$ cat src/rtl/key_scan_pkg.sv
package key_scan_pkg;
  localparam int DRV_LINES = 6;
  localparam int SNS_LINES = 5;
  localparam int KEY_BITS  = DRV_LINES * SNS_LINES;
  localparam int LINE_W    = $clog2(DRV_LINES);

  typedef enum logic [1:0] {
    SPAN_FULL  = 2'd0,
    SPAN_LESS1 = 2'd1,
    SPAN_LESS2 = 2'd2
  } span_e;

  function automatic span_e span_decode(input logic [1:0] sel);
    if (sel[1]) return SPAN_LESS2;
    if (sel[0]) return SPAN_LESS1;
    return SPAN_FULL;
  endfunction

  function automatic logic [LINE_W-1:0] span_first(input span_e s);
    case (s)
      SPAN_LESS1: return LINE_W'(1);
      SPAN_LESS2: return LINE_W'(2);
      default:    return LINE_W'(0);
    endcase
  endfunction

  function automatic logic [DRV_LINES-1:0] span_lines(input span_e s);
    logic [DRV_LINES-1:0] m;
    for (int i = 0; i < DRV_LINES; i++) m[i] = (LINE_W'(i) >= span_first(s));
    return m;
  endfunction

  function automatic logic [KEY_BITS-1:0] span_keys(input span_e s);
    logic [DRV_LINES-1:0] l;
    logic [KEY_BITS-1:0]  m;
    l = span_lines(s);
    for (int i = 0; i < KEY_BITS; i++) m[i] = l[i / SNS_LINES];
    return m;
  endfunction
endpackage

$ cat src/rtl/key_scan_seq.sv
module key_scan_seq
  import key_scan_pkg::*;
#(
  parameter int SLOT_TICKS = 4
) (
  input  logic                 clk_i,
  input  logic                 rst_ni,
  input  logic                 tick_i,
  input  span_e                span_i,
  output span_e                span_q_o,
  output logic [LINE_W-1:0]    line_o,
  output logic [DRV_LINES-1:0] drive_o,
  output logic [DRV_LINES-1:0] pin_scan_o,
  output logic                 sample_o,
  output logic                 frame_end_o,
  output logic                 restart_o
);
  localparam int CNT_W = (SLOT_TICKS > 1) ? $clog2(SLOT_TICKS) : 1;
  localparam logic [CNT_W-1:0]  CNT_LAST  = CNT_W'(SLOT_TICKS - 1);
  localparam logic [LINE_W-1:0] LINE_LAST = LINE_W'(DRV_LINES - 1);

  logic [CNT_W-1:0]  cnt_q;
  logic [LINE_W-1:0] line_q;
  span_e             span_q;
  logic              slot_end;

  assign restart_o   = (span_i != span_q);
  assign slot_end    = tick_i && (cnt_q == CNT_LAST);
  assign sample_o    = slot_end && !restart_o;
  assign frame_end_o = sample_o && (line_q == LINE_LAST);

  always_ff @(posedge clk_i or negedge rst_ni) begin
    if (!rst_ni) begin
      span_q <= SPAN_FULL;
      line_q <= '0;
      cnt_q  <= '0;
    end else if (restart_o) begin
      span_q <= span_i;
      line_q <= span_first(span_i);
      cnt_q  <= '0;
    end else if (tick_i) begin
      if (cnt_q == CNT_LAST) begin
        cnt_q  <= '0;
        line_q <= (line_q == LINE_LAST) ? span_first(span_q) : line_q + LINE_W'(1);
      end else begin
        cnt_q <= cnt_q + CNT_W'(1);
      end
    end
  end

  assign pin_scan_o = span_lines(span_q);
  assign span_q_o   = span_q;
  assign line_o     = line_q;

  for (genvar g = 0; g < DRV_LINES; g++) begin : g_drv
    assign drive_o[g] = pin_scan_o[g] && (line_q == LINE_W'(g));
  end

  AST_ONE_DRIVE: assert property (@(posedge clk_i) disable iff (!rst_ni)
    $onehot0(drive_o) && ((drive_o & ~pin_scan_o) == '0));
  AST_LINE_STEP: assert property (@(posedge clk_i) disable iff (!rst_ni)
    (sample_o && line_q != LINE_LAST) |=> (line_q == $past(line_q) + LINE_W'(1)));
  AST_LINE_WRAP: assert property (@(posedge clk_i) disable iff (!rst_ni)
    frame_end_o |=> (line_q == span_first(span_q)));
  AST_TICK_HOLD: assert property (@(posedge clk_i) disable iff (!rst_ni)
    (!tick_i && !restart_o) |=> ($stable(line_q) && $stable(cnt_q)));
  AST_RESTART_FIRST: assert property (@(posedge clk_i) disable iff (!rst_ni)
    restart_o |=> (line_q == span_first(span_q) && cnt_q == '0));
endmodule

$ cat src/rtl/key_scan_capture.sv
module key_scan_capture
  import key_scan_pkg::*;
(
  input  logic                 clk_i,
  input  logic                 rst_ni,
  input  logic                 sample_i,
  input  logic                 frame_end_i,
  input  logic                 restart_i,
  input  logic [LINE_W-1:0]    line_i,
  input  logic [SNS_LINES-1:0] sense_i,
  input  span_e                span_i,
  output logic [KEY_BITS-1:0]  key_map_o,
  output logic                 ready_o
);
  logic [KEY_BITS-1:0] acc_q, prev_q, frame_w, masked_w, keep_w;
  logic                prev_ok_q;

  for (genvar g = 0; g < DRV_LINES; g++) begin : g_row
    assign frame_w[g*SNS_LINES +: SNS_LINES] =
      (sample_i && line_i == LINE_W'(g)) ? sense_i : acc_q[g*SNS_LINES +: SNS_LINES];
  end

  assign keep_w   = span_keys(span_i);
  assign masked_w = frame_w & keep_w;

  always_ff @(posedge clk_i or negedge rst_ni) begin
    if (!rst_ni) begin
      acc_q     <= '0;
      prev_q    <= '0;
      prev_ok_q <= 1'b0;
      key_map_o <= '0;
      ready_o   <= 1'b0;
    end else begin
      ready_o <= 1'b0;
      if (restart_i) begin
        acc_q     <= '0;
        prev_ok_q <= 1'b0;
      end else if (sample_i) begin
        acc_q <= frame_w;
        if (frame_end_i) begin
          prev_q    <= masked_w;
          prev_ok_q <= 1'b1;
          if (prev_ok_q && masked_w == prev_q && masked_w != key_map_o) begin
            key_map_o <= masked_w;
            ready_o   <= 1'b1;
          end
        end
      end
    end
  end

  AST_MAP_HOLD: assert property (@(posedge clk_i) disable iff (!rst_ni)
    !frame_end_i |=> $stable(key_map_o));
  AST_READY_DIFF: assert property (@(posedge clk_i) disable iff (!rst_ni)
    ready_o |-> (key_map_o != $past(key_map_o)));
  AST_CHANGE_READY: assert property (@(posedge clk_i) disable iff (!rst_ni)
    (key_map_o != $past(key_map_o)) |-> ready_o);
  AST_RELEASED_ZERO: assert property (@(posedge clk_i) disable iff (!rst_ni)
    ready_o |-> ((key_map_o & ~keep_w) == '0));
  AST_RESTART_NOACC: assert property (@(posedge clk_i) disable iff (!rst_ni)
    restart_i |=> !ready_o);
endmodule

$ cat src/rtl/key_matrix_scan.sv
module key_matrix_scan
  import key_scan_pkg::*;
#(
  parameter int SLOT_TICKS = 4
) (
  input  logic        clk_i,
  input  logic        rst_ni,
  input  logic        tick_i,
  input  logic [1:0]  key_sel_i,
  input  logic [4:0]  sense_i,
  output logic [5:0]  drive_o,
  output logic [5:0]  pin_scan_o,
  output logic [29:0] key_map_o,
  output logic        ready_o
);
  span_e             span_req, span_cur;
  logic [LINE_W-1:0] line;
  logic              sample, frame_end, restart;

  assign span_req = span_decode(key_sel_i);

  key_scan_seq #(.SLOT_TICKS(SLOT_TICKS)) u_seq (
    .clk_i       (clk_i),
    .rst_ni      (rst_ni),
    .tick_i      (tick_i),
    .span_i      (span_req),
    .span_q_o    (span_cur),
    .line_o      (line),
    .drive_o     (drive_o),
    .pin_scan_o  (pin_scan_o),
    .sample_o    (sample),
    .frame_end_o (frame_end),
    .restart_o   (restart)
  );

  key_scan_capture u_cap (
    .clk_i       (clk_i),
    .rst_ni      (rst_ni),
    .sample_i    (sample),
    .frame_end_i (frame_end),
    .restart_i   (restart),
    .line_i      (line),
    .sense_i     (sense_i),
    .span_i      (span_cur),
    .key_map_o   (key_map_o),
    .ready_o     (ready_o)
  );
endmodule

$ cat config.mk
export PLATFORM = sky130hd
export DESIGN_NAME = key_matrix_scan
export DESIGN_NICKNAME = d
export VERILOG_FILES = /design/src/rtl/key_scan_pkg.sv /design/src/rtl/key_scan_seq.sv /design/src/rtl/key_scan_capture.sv /design/src/rtl/key_matrix_scan.sv
export SDC_FILE = /design/constraint.sdc
export NUM_CORES = 1
export LEC_CHECK = 0
export ABC_AREA = 0
export BUFFER_PORTS_ARGS = -buffer_cell sky130_fd_sc_hd__buf_2
export CORE_MARGIN = 4
export CORE_UTILIZATION = 65
export CTS_CLUSTER_SIZE = 30
export DETAILED_ROUTE_END_ITERATION = 7
export PLACE_DENSITY = 0.86
export SLEW_MARGIN = 15
export SYNTH_ARGS = -nofsm -noshare
export SYNTH_HDL_FRONTEND = slang
export SYNTH_SLANG_ARGS = --single-unit
$ cat constraint.sdc
create_clock -name clk_i -period 5.86 [get_ports clk_i]
set_input_delay 0.586 -clock clk_i [delete_from_list [all_inputs] [get_ports clk_i]]
set_output_delay 0.586 -clock clk_i [all_outputs]
set_load 0.02 [all_outputs]
# After elaboration in Yosys (flattened, before gate mapping)
# Index checks and enable logic that the tools add are counted.
# totals
register_bits	99
latch_bits	0
ramBits	0
romBits	0
mem_count	0
# op_classes
add_sub_neg	2
n_mul	0
div	0
order_cmp	6
n_eq_ne	13
n_shift	0
muxes	31
bitwise	2
n_reduce_logical	26
# ops
op	n
2-to-1 mux 30 bit	2
bitwise AND 30 bit	1
== test 30 bit	1
2-to-1 mux 5 bit	6
inequality test 30 bit	1
logical AND 1 bit	16
2-to-1 mux 2 bit	7
2-to-1 mux 3 bit	4
2-to-1 mux 1 bit	10
case mux 2 bit (2 select lines)	2
nonzero test 2 bit	4
== test 2 bit, second input constant	3
== test 3 x 2 -> 1 bit, second input constant	2
== test 3 bit, second input constant	2
>= comparator 1 x 3 -> 1 bit, first input constant	2
>= comparator 2 x 3 -> 1 bit, first input constant	2
>= comparator 3 bit, first input constant	2
== test 2 x 1 -> 1 bit, second input constant	2
AND reduction 2 bit	2
AND reduction 4 bit	1
adder 3 x 1 -> 3 bit, second input constant	1
== test 3 x 1 -> 1 bit, second input constant	1
zero test 3 bit	1
AND reduction 3 bit	1
4 further kinds	4

# Longest topological paths before layout
# Gate-level depths: netlist (run 1).
# logic_depth
ltp_word	17
mapped_depth	15
mapped_depth_nobuf	11

# Hierarchy
# A second synthesis (run 1) with hierarchy kept.
# hier_totals
cells_unflattened	538
hier_area_um2	5549.1
# modules_own_cells
module	instances	cells_per_inst	area_per_inst_um2	seq_area_each_um2
key_scan_capture	1	474	4978.5	2302.2
key_scan_seq	1	63	556.8	175.2
key_matrix_scan	1	1	13.8	0.0

# Worst setup path before layout (run 1)
# No wires, ideal clock.
# synth_path
kind	reg-to-reg
startpoint	register u_seq.span_q[0] (netlist: u_seq.span_q_o[0])
endpoint	register u_cap.key_map_o[0]
t_arrival_ps	3491
slack_ps	2244
path_stages_with_launch	16
path_buffers	4
synth_period_minus_slack_ps	3616
cell_sequence	dfrtp_1 -> inv_1 -> ha_1 -> buf_2 -> and2_1 -> inv_1 -> buf_1 -> o2111ai_2 -> nand3_1 -> xnor2_1 -> nand4_1 -> or2_0 -> or4_1 -> buf_6 -> buf_12 -> mux2_4
# synth_via
word_cells_on_any_way	31
cone_classes	order compare (6); eq/ne (5); mux (7); bitwise (2); reduce/logical (11)
# synth_rtl
element	line	rtl
start: declaration	key_scan_seq.sv:24	span_e span_q;
start signal: assignment	key_scan_seq.sv:38	span_q <= span_i;
== test 2 bit / == test 2 x 1 -> 1 bit (equally long branches)	-	
case mux 2 bit (2 select lines) (*)	-	
>= comparator 2 x 3 -> 1 bit (*)	-	
via pin_scan_o[2]	key_matrix_scan.sv:12	output logic [5:0] pin_scan_o,
bitwise AND 30 bit (*)	key_scan_capture.sv:24	assign masked_w = frame_w & keep_w;
== test 30 bit	key_scan_capture.sv:43	if (prev_ok_q && masked_w == prev_q && masked_w != key_map_o) begin
logical AND 1 bit	key_scan_capture.sv:43	
logical AND 1 bit (*)	key_scan_capture.sv:43	
AND reduction 4 bit (no source line) (*)	-	
end signal: assignment	key_scan_capture.sv:44	key_map_o <= masked_w;
end: declaration	key_scan_capture.sv:12	output logic [KEY_BITS-1:0] key_map_o,
# The timed path passes the listed nets; every way through them passes the cells marked *.
# A chain may end at the register's enable or synchronous reset.

# Worst setup path after layout (run 1)
# layout_path
startpoint	register u_seq.cnt_q[0]
endpoint	register u_cap.key_map_o[9]
# layout_via
elab_chain_len	10
word_cells_on_any_way	21
cone_classes	eq/ne (3); mux (6); bitwise (1); reduce/logical (11)
# layout_rtl
element	line	rtl
start: declaration	key_scan_seq.sv:22	logic [CNT_W-1:0] cnt_q;
start signal: assignment	key_scan_seq.sv:46	cnt_q <= cnt_q + CNT_W'(1);
== test 2 bit (*)	key_scan_seq.sv:28	assign slot_end = tick_i && (cnt_q == CNT_LAST);
logical AND 1 bit (*)	key_scan_seq.sv:28	
logical AND 1 bit (*)	key_scan_seq.sv:29	assign sample_o = slot_end && !restart_o;
logical AND 1 bit, on equally long branches	key_scan_capture.sv:20, key_scan_seq.sv:30	
2-to-1 mux 5 bit	key_scan_capture.sv:20	(sample_i && line_i == LINE_W'(g)) ? sense_i : acc_q[g*SNS_LINES +: SNS_LINES];
bitwise AND 30 bit	key_scan_capture.sv:24	
== test 30 bit	key_scan_capture.sv:43	
logical AND 1 bit (2 in a row)	key_scan_capture.sv:43	
AND reduction 4 bit (no source line)	-	
# Mark *: on every way between the ends. The rest lies on a longest branch, timed or not.

==> impl_metrics.csv, run 1 <==
group,metric,value,unit
critical_path,critical_path_arrival,4.90,ns
clock_network,cts_tree,"yes",
die,rows,36,
die,ioPinCount,53,
outcome,outcome,"finished, final reports clean",
synthesis,synthFlopType,"dfrtp_1",
clock_network,cts_buffers,9,
pwr,p_switching,0.354,mW
synthesis,yosysTopAreaCell,"dfrtp_1",
critical_path,crit_type,"reg -> reg",
route,antenna_left,0,
critical_path,cp_slowest_cell,"a2111oi_0",
sta,fin_crit_sh,78.8,%
sta,hold_viol_final,0,
critical_path,cp-start-kind,"flop",
critical_path,crit_chain,"ha_1 -> and2_1 -> nand3_1 -> a2111oi_0 -> nor3_1 -> nor4_1 -> nand4_1 -> nor4_1 -> or4_2 -> buf_12 -> mux2_4",
synthesis,avgSynthCellArea,8.81,µm²
clock_network,hold_buffers,0,
die,core,9680,µm²
critical_path,critPathTopFamily,"simple AND/OR/NAND/NOR gates",
critical_path,critPathBufInv,1,
finish,drive_above_1_share,16.7,%
route,dr_total_vias,5820,
sta,max-slew-margin-rel,29.7,%
pwr,combPwrFrac,9.2,%
placed_design,io_buffers,49,
finish,diodes,0,
sta,period_minus_slack,4.62,ns
grt,antenna_found_initial,0,
grt,track_usage,32.3,%
pwr,clkPwrFrac,35.0,%
pwr,swShare,28.7,%
synthesis,yosysMostFrequentCell,"nand2_1",
synthesis,synth_edf_count,0,
finish,syn2layout_area_growth,6.13,%
route,drtPass1Iterations,8,
critical_path,cp_max_fo,18,
critical_path,r2r_cells,11,
finish,post-route-util,70.4,%
clock_network,clock_sinks,99,
grt,grt_first_pass_wirelength,29300,µm
grt,grt_pass1_vias,5681,
clock_network,cts_setup_buffers,0,
clock_network,cts_root_buf,"clkbuf_8",
synthesis,yosys_register_bits,99,
synthesis,synth_area_leaders,"dfrtp_1, nand2_1, xnor2_1",
synthesis,syn_inst,729,
route,route.detailed.drc,0,
sta,rsz0062_at_grt,"false",
synthesis,ys_warn_count,0,
synthesis,synth_top_area_share,38.6,%
job,cap_violations,0,
die,die_y,107,µm
synthesis,ys_types,74,
finish,nets,769,
clock_network,insertion_delay,0.39,ns
finish,fillers,777,
synthesis,synthArstFlopShare,100,%
grt,gr-total-overflow,0,
pwr,p_leak,3.18,nW
critical_path,cpPeakStageDelay,0.90,ns
clock_network,cts-resized-gates,0,
pwr,power.density,181,nW/µm²
synthesis,syn_area,6420,µm²
critical_path,cp.required,6.14,ns
route,drt_iter0_drc,628,
pwr,vdd_drop_max,0.113,mV
die,initial_core_util,66.3,%
sta,finalSetupTns,0,ns
critical_path,endpoint_kind,"flop",
finish,seq_area,2480,µm²
worst_hold_path,min_path_type,"in -> async",
clock_network,htreeDepth,3,
synthesis,seq_area_frac_synth,38.6,%
pwr,power,1.24,mW
placed_design,gp_congestion,1.00,
route,routed_wl,18000,µm
die,dieArea,11500,µm²
critical_path,reg2reg_slack,1.24,ns
finish,multi_input_area,3540,µm²
sta,finalMaxSlewViolations,0,
clock_network,cts.path.max_buffers,2,
sta,timing.fmax,217,MHz
critical_path,rr_endpoint,"u_cap.key_map_o[9]",
pwr,p_seq_share,55.8,%
sta,setup_violations,0,
clock_network,path_clk_slew,0.10,ns
route,viasPerCell,6.55,
route,wire_per_inst,20.2,µm
grt,grt_max_degree,67,
die,dieWidth,107,µm
critical_path,cp_common_cell,"nor4_1",
sta,skew,0.0112,ns
synthesis,synth_common_cells,"nand2_1, dfrtp_1, xnor2_1, a21oi_1, inv_1",
placed_design,hpwl,12600,µm
critical_path,reg2reg_from,"u_seq.cnt_q[0]",
pwr,intPower,0.881,mW
sta,tightestPinTransition,1.05,ns
## layout make-up
class	count	share of cell area, %
multi-input combinational	550	51.9
sequential	99	36.3
timing repair buffer	58	4.81
tap	133	2.44
clock buffer	10	2.02
inverter	33	1.82
clock inverter	6	0.716
## cell usage in the layout (no fill, tap or decap), types with 7 or more instances in the layout
| master | Yosys | layout |
|---|---|---|
| nand2_1 | 145 | 145 |
| dfrtp_1 | 99 | 99 |
| buf_2 | 8 | 48 |
| xnor2_1 | 42 | 42 |
| a21oi_1 | 35 | 35 |
| inv_1 | 33 | 33 |
| nand3_1 | 32 | 32 |
| o21ai_0 | 30 | 30 |
| nor2_1 | 29 | 29 |
| mux2_4 | 23 | 23 |
| nand4_1 | 22 | 22 |
| nand2b_1 | 19 | 19 |
| mux2i_1 | 14 | 14 |
| clkbuf_8 | 0 | 10 |
| nor4_1 | 9 | 9 |
| buf_4 | 6 | 9 |
| a211oi_1 | 8 | 8 |
| o22ai_1 | 8 | 8 |
| nor3_1 | 8 | 8 |
| ha_1 | 8 | 8 |
| a31oi_1 | 7 | 7 |
## worst reg2reg max path, stage by stage, from the launching register on
cell and delay [ns]:
dfrtp_1 0.38, ha_1 0.28, and2_1 0.31, nand3_1 0.41
a2111oi_0 0.90, nor3_1 0.11, nor4_1 0.31, nand4_1 0.28
nor4_1 0.43, or4_2 0.52, buf_12 0.27, mux2_4 0.32
## through the flow
stage	instance area (µm²)	instances	hold slack (ns)	worst slack [ns]
finish	6820	889	0.134	1.24
global route	6820	889	0.172	0.921
CTS	6820	889	0.159	1.41
detailed placement	6630	873	0.479	1.15
global placement	6630	873	0.458	1.24
floorplan	6430	731	0.290	2.24
## power groups by stage
stage / Sequential (mW) / Combinational [mW] / Clock, mW
finish: 0.689 / 0.114 / 0.432
global route: 0.690 / 0.123 / 0.463
CTS: 0.689 / 0.112 / 0.432
detailed placement: 0.703 / 0.112 / 0
global placement: 0.702 / 0.108 / 0
floorplan: 0.702 / 0.0752 / 0
## layer usage
metal | part of all wire, % | GRT usage, % | up-vias
met5 | 0 | 0 | -
met4 | 3.2 | 12.5 | 0
met3 | 11 | 7.86 | 67
met2 | 46 | 49.6 | 358
met1 | 40 | 44.4 | 2816
li1 | - | - | 2579
## how the worst max path moves through the flow
stage	cells after the start	to	startpoint	slack, ns
2_1_floorplan	15	u_cap.key_map_o[0]	u_seq.span_q_o[0]	2.24
3_3_place_gp	11	u_cap.key_map_o[25]	key_sel_i[1]	1.24
3_5_place_dp	11	u_cap.key_map_o[9]	key_sel_i[1]	1.15
4_1_cts	10	u_cap.key_map_o[9]	u_seq.span_q_o[1]	1.41
5_1_grt	11	u_cap.key_map_o[25]	u_seq.cnt_q[0]	0.92
6_report	11	u_cap.key_map_o[9]	u_seq.cnt_q[0]	1.24
## registers in the layout, indices dropped and copies added (netlist names)
signal           cells
u_seq.cnt_q          2
u_cap.acc_q         30
u_cap.prev_q        30
u_cap.prev_ok_q      1
u_seq.span_q_o       2
u_cap.ready_o        1
u_cap.key_map_o     30
u_seq.line_o         3
## cell families (layout without fill, tap and decap cells)
kind of cell	Yosys count	count (layout)	synth area share, %
other	1	3	0.0584
multiplexers	39	39	7.91
AO/OA/AOI/OAI	147	147	15.7
adder cells (fa/ha/maj)	8	8	1.56
buffers and inverters	82	107	6.52
AND/OR/NAND/NOR	305	305	22.9
flip-flops	99	99	38.6
XOR/XNOR	48	48	6.78
Note: power is estimated with default switching activity, not from simulation.
==> inputs of run 2 (changes only) <==
- CORE_UTILIZATION: 65 -> 61
- PLACE_DENSITY: 0.86 -> 0.81
- clock period: 5.86 -> 4.5 ns (I/O delays scaled with it)
==> impl_metrics.csv, run 2 (synthesis results as in run 1) <==
group,metric,value,unit
critical_path,endpoint_kind,"flop",
critical_path,crit_type,"reg -> reg",
die,dieWidth,111,µm
sta,max-slew-margin-rel,44.0,%
finish,reg_top3,"u_cap.acc_q: 30 flops, u_cap.key_map_o: 30 flops, u_cap.prev_q: 30 flops",
grt,gr-total-overflow,0,
critical_path,cp.required,4.78,ns
pwr,p_leak,3.24,nW
placed_design,io_buffers,49,
clock_network,cts_setup_buffers,0,
finish,drive_above_1_share,17.6,%
die,dieArea,12200,µm²
clock_network,cts_tree,"yes",
finish,fillers,859,
critical_path,reg2reg_from,"u_seq.span_q_o[0]",
critical_path,cp-start-kind,"flop",
pwr,vdd_drop_max,0.168,mV
grt,antenna_found_initial,0,
route,route.detailed.drc,0,
route,dr_total_vias,5651,
finish,syn2layout_area_growth,7.42,%
sta,skew,0.00978,ns
sta,fin_crit_sh,93.3,%
route,antenna_left,0,
sta,finalSetupTns,0,ns
sta,hold_slack,0.158,ns
critical_path,startpoint,"u_seq.span_q_o[0]",
route,wire_per_inst,20.2,µm
critical_path,cp_max_fo,16,
finish,layout_commonest_cell,"nand2_1",
placed_design,gp_congestion,0.985,
finish,diodes,0,
grt,grt_first_pass_wirelength,29500,µm
finish,nets,779,
critical_path,reg2reg_slack,0.30,ns
route,drt_iter0_drc,508,
grt,track_usage,29.9,%
job,cap_violations,0,
die,core,10300,µm²
sta,setup_violations,0,
clock_network,hold_buffers,0,
clock_network,cts_buffers,9,
die,rows,37,
grt,grt_max_degree,66,
sta,hold_viol_final,0,
outcome,outcome,"finished, final reports clean",
die,initial_core_util,62.5,%
sta,tightestPinTransition,0.840,ns
sta,rsz0062_at_grt,"false",
route,viasPerCell,6.26,
critical_path,critical_path_arrival,4.47,ns
placed_design,hpwl,13100,µm
grt,grt_pass1_vias,5571,
sta,period_minus_slack,4.20,ns
clock_network,clock_sinks,99,
worst_hold_path,min_path_type,"in -> async",
die,die_y,111,µm
pwr,power.density,240,nW/µm²
clock_network,cts-resized-gates,0,
clock_network,insertion_delay,0.39,ns
clock_network,cts_root_buf,"clkbuf_8",
route,drtPass1Iterations,6,
finish,final_cell_mix,"nand2_1, dfrtp_1, buf_2",
die,ioPinCount,53,
sta,finalMaxSlewViolations,0,
route,routed_wl,18200,µm
clock_network,htreeDepth,3,
sta,timing.fmax,238,MHz
clock_network,cts.path.max_buffers,2,
clock_network,path_clk_slew,0.10,ns
[run 2: changes by cell type in the layout (fill, tap and decap cells not counted)]
cell / delta
buf_12: -1
clkinv_2: +1
buf_4: +11
clkbuf_1: +1
bufinv_16: +1
clkinvlp_4: -3
[run 2: metrics by stage]
step | power (mW) | instances | instance area [µm²] | worst slack [ns] | utilization [%]
3_3_place_gp | 1.06 | 886 | 6700 | 0.424 | 65.2
4_1_cts | 1.66 | 902 | 6900 | 0.421 | 67.2
2_1_floorplan | 1.01 | 731 | 6430 | 0.884 | -
3_5_place_dp | 1.07 | 886 | 6700 | 0.384 | 65.2
6_report | 1.66 | 902 | 6900 | 0.302 | 67.2
5_1_grt | 1.71 | 902 | 6900 | 0.162 | 67.2
[run 2: final timing paths]
check | cells after the start | to
max reg2reg | 10 | u_cap.key_map_o[17]
max | 10 | u_cap.key_map_o[17]
min in group clk_i | 1 | u_seq.span_q_o[1]
max in group asynchronous | 2 | u_cap.acc_q[28]
min | 1 | u_cap.key_map_o[22]
min reg2reg | 2 | u_cap.acc_q[14]
[run 2: final cells by class]
type,instances,area (µm²),share of cell area [%]
tap,136,170,2.47
timing repair buffer,68,390,5.66
multi-input combinational,550,3540,51.3
clock inverter,5,61.3,0.888
clock buffer,11,141,2.05
inverter,33,124,1.79
sequential,99,2480,35.9
[run 2: per-layer routing]
layer	global-route usage [%]	vias up	part of all wire [%]
met5	0	-	0
met4	12.2	0	2.6
met3	4.49	38	7.7
met2	45.6	271	45
met1	42.8	2740	44
li1	-	2602	-
[run 2: report_power, final]
group,switching (mW),leakage (nW),internal (mW)
registers,0.00474,1.33,0.892
logic,0.115,1.80,0.0387
clock network,0.329,0.104,0.276
[run 2: worst max-delay path, cell delays in order (launching register included)]
cell       delay [ns]
dfrtp_1          0.48
and3b_2          0.53
a21oi_4          0.13
nor2_2           0.34
mux2_2           0.41
a2111oi_0        0.66
nand4_1          0.25
nor4_1           0.39
or4_2            0.21
buf_4            0.32
mux2_4           0.34
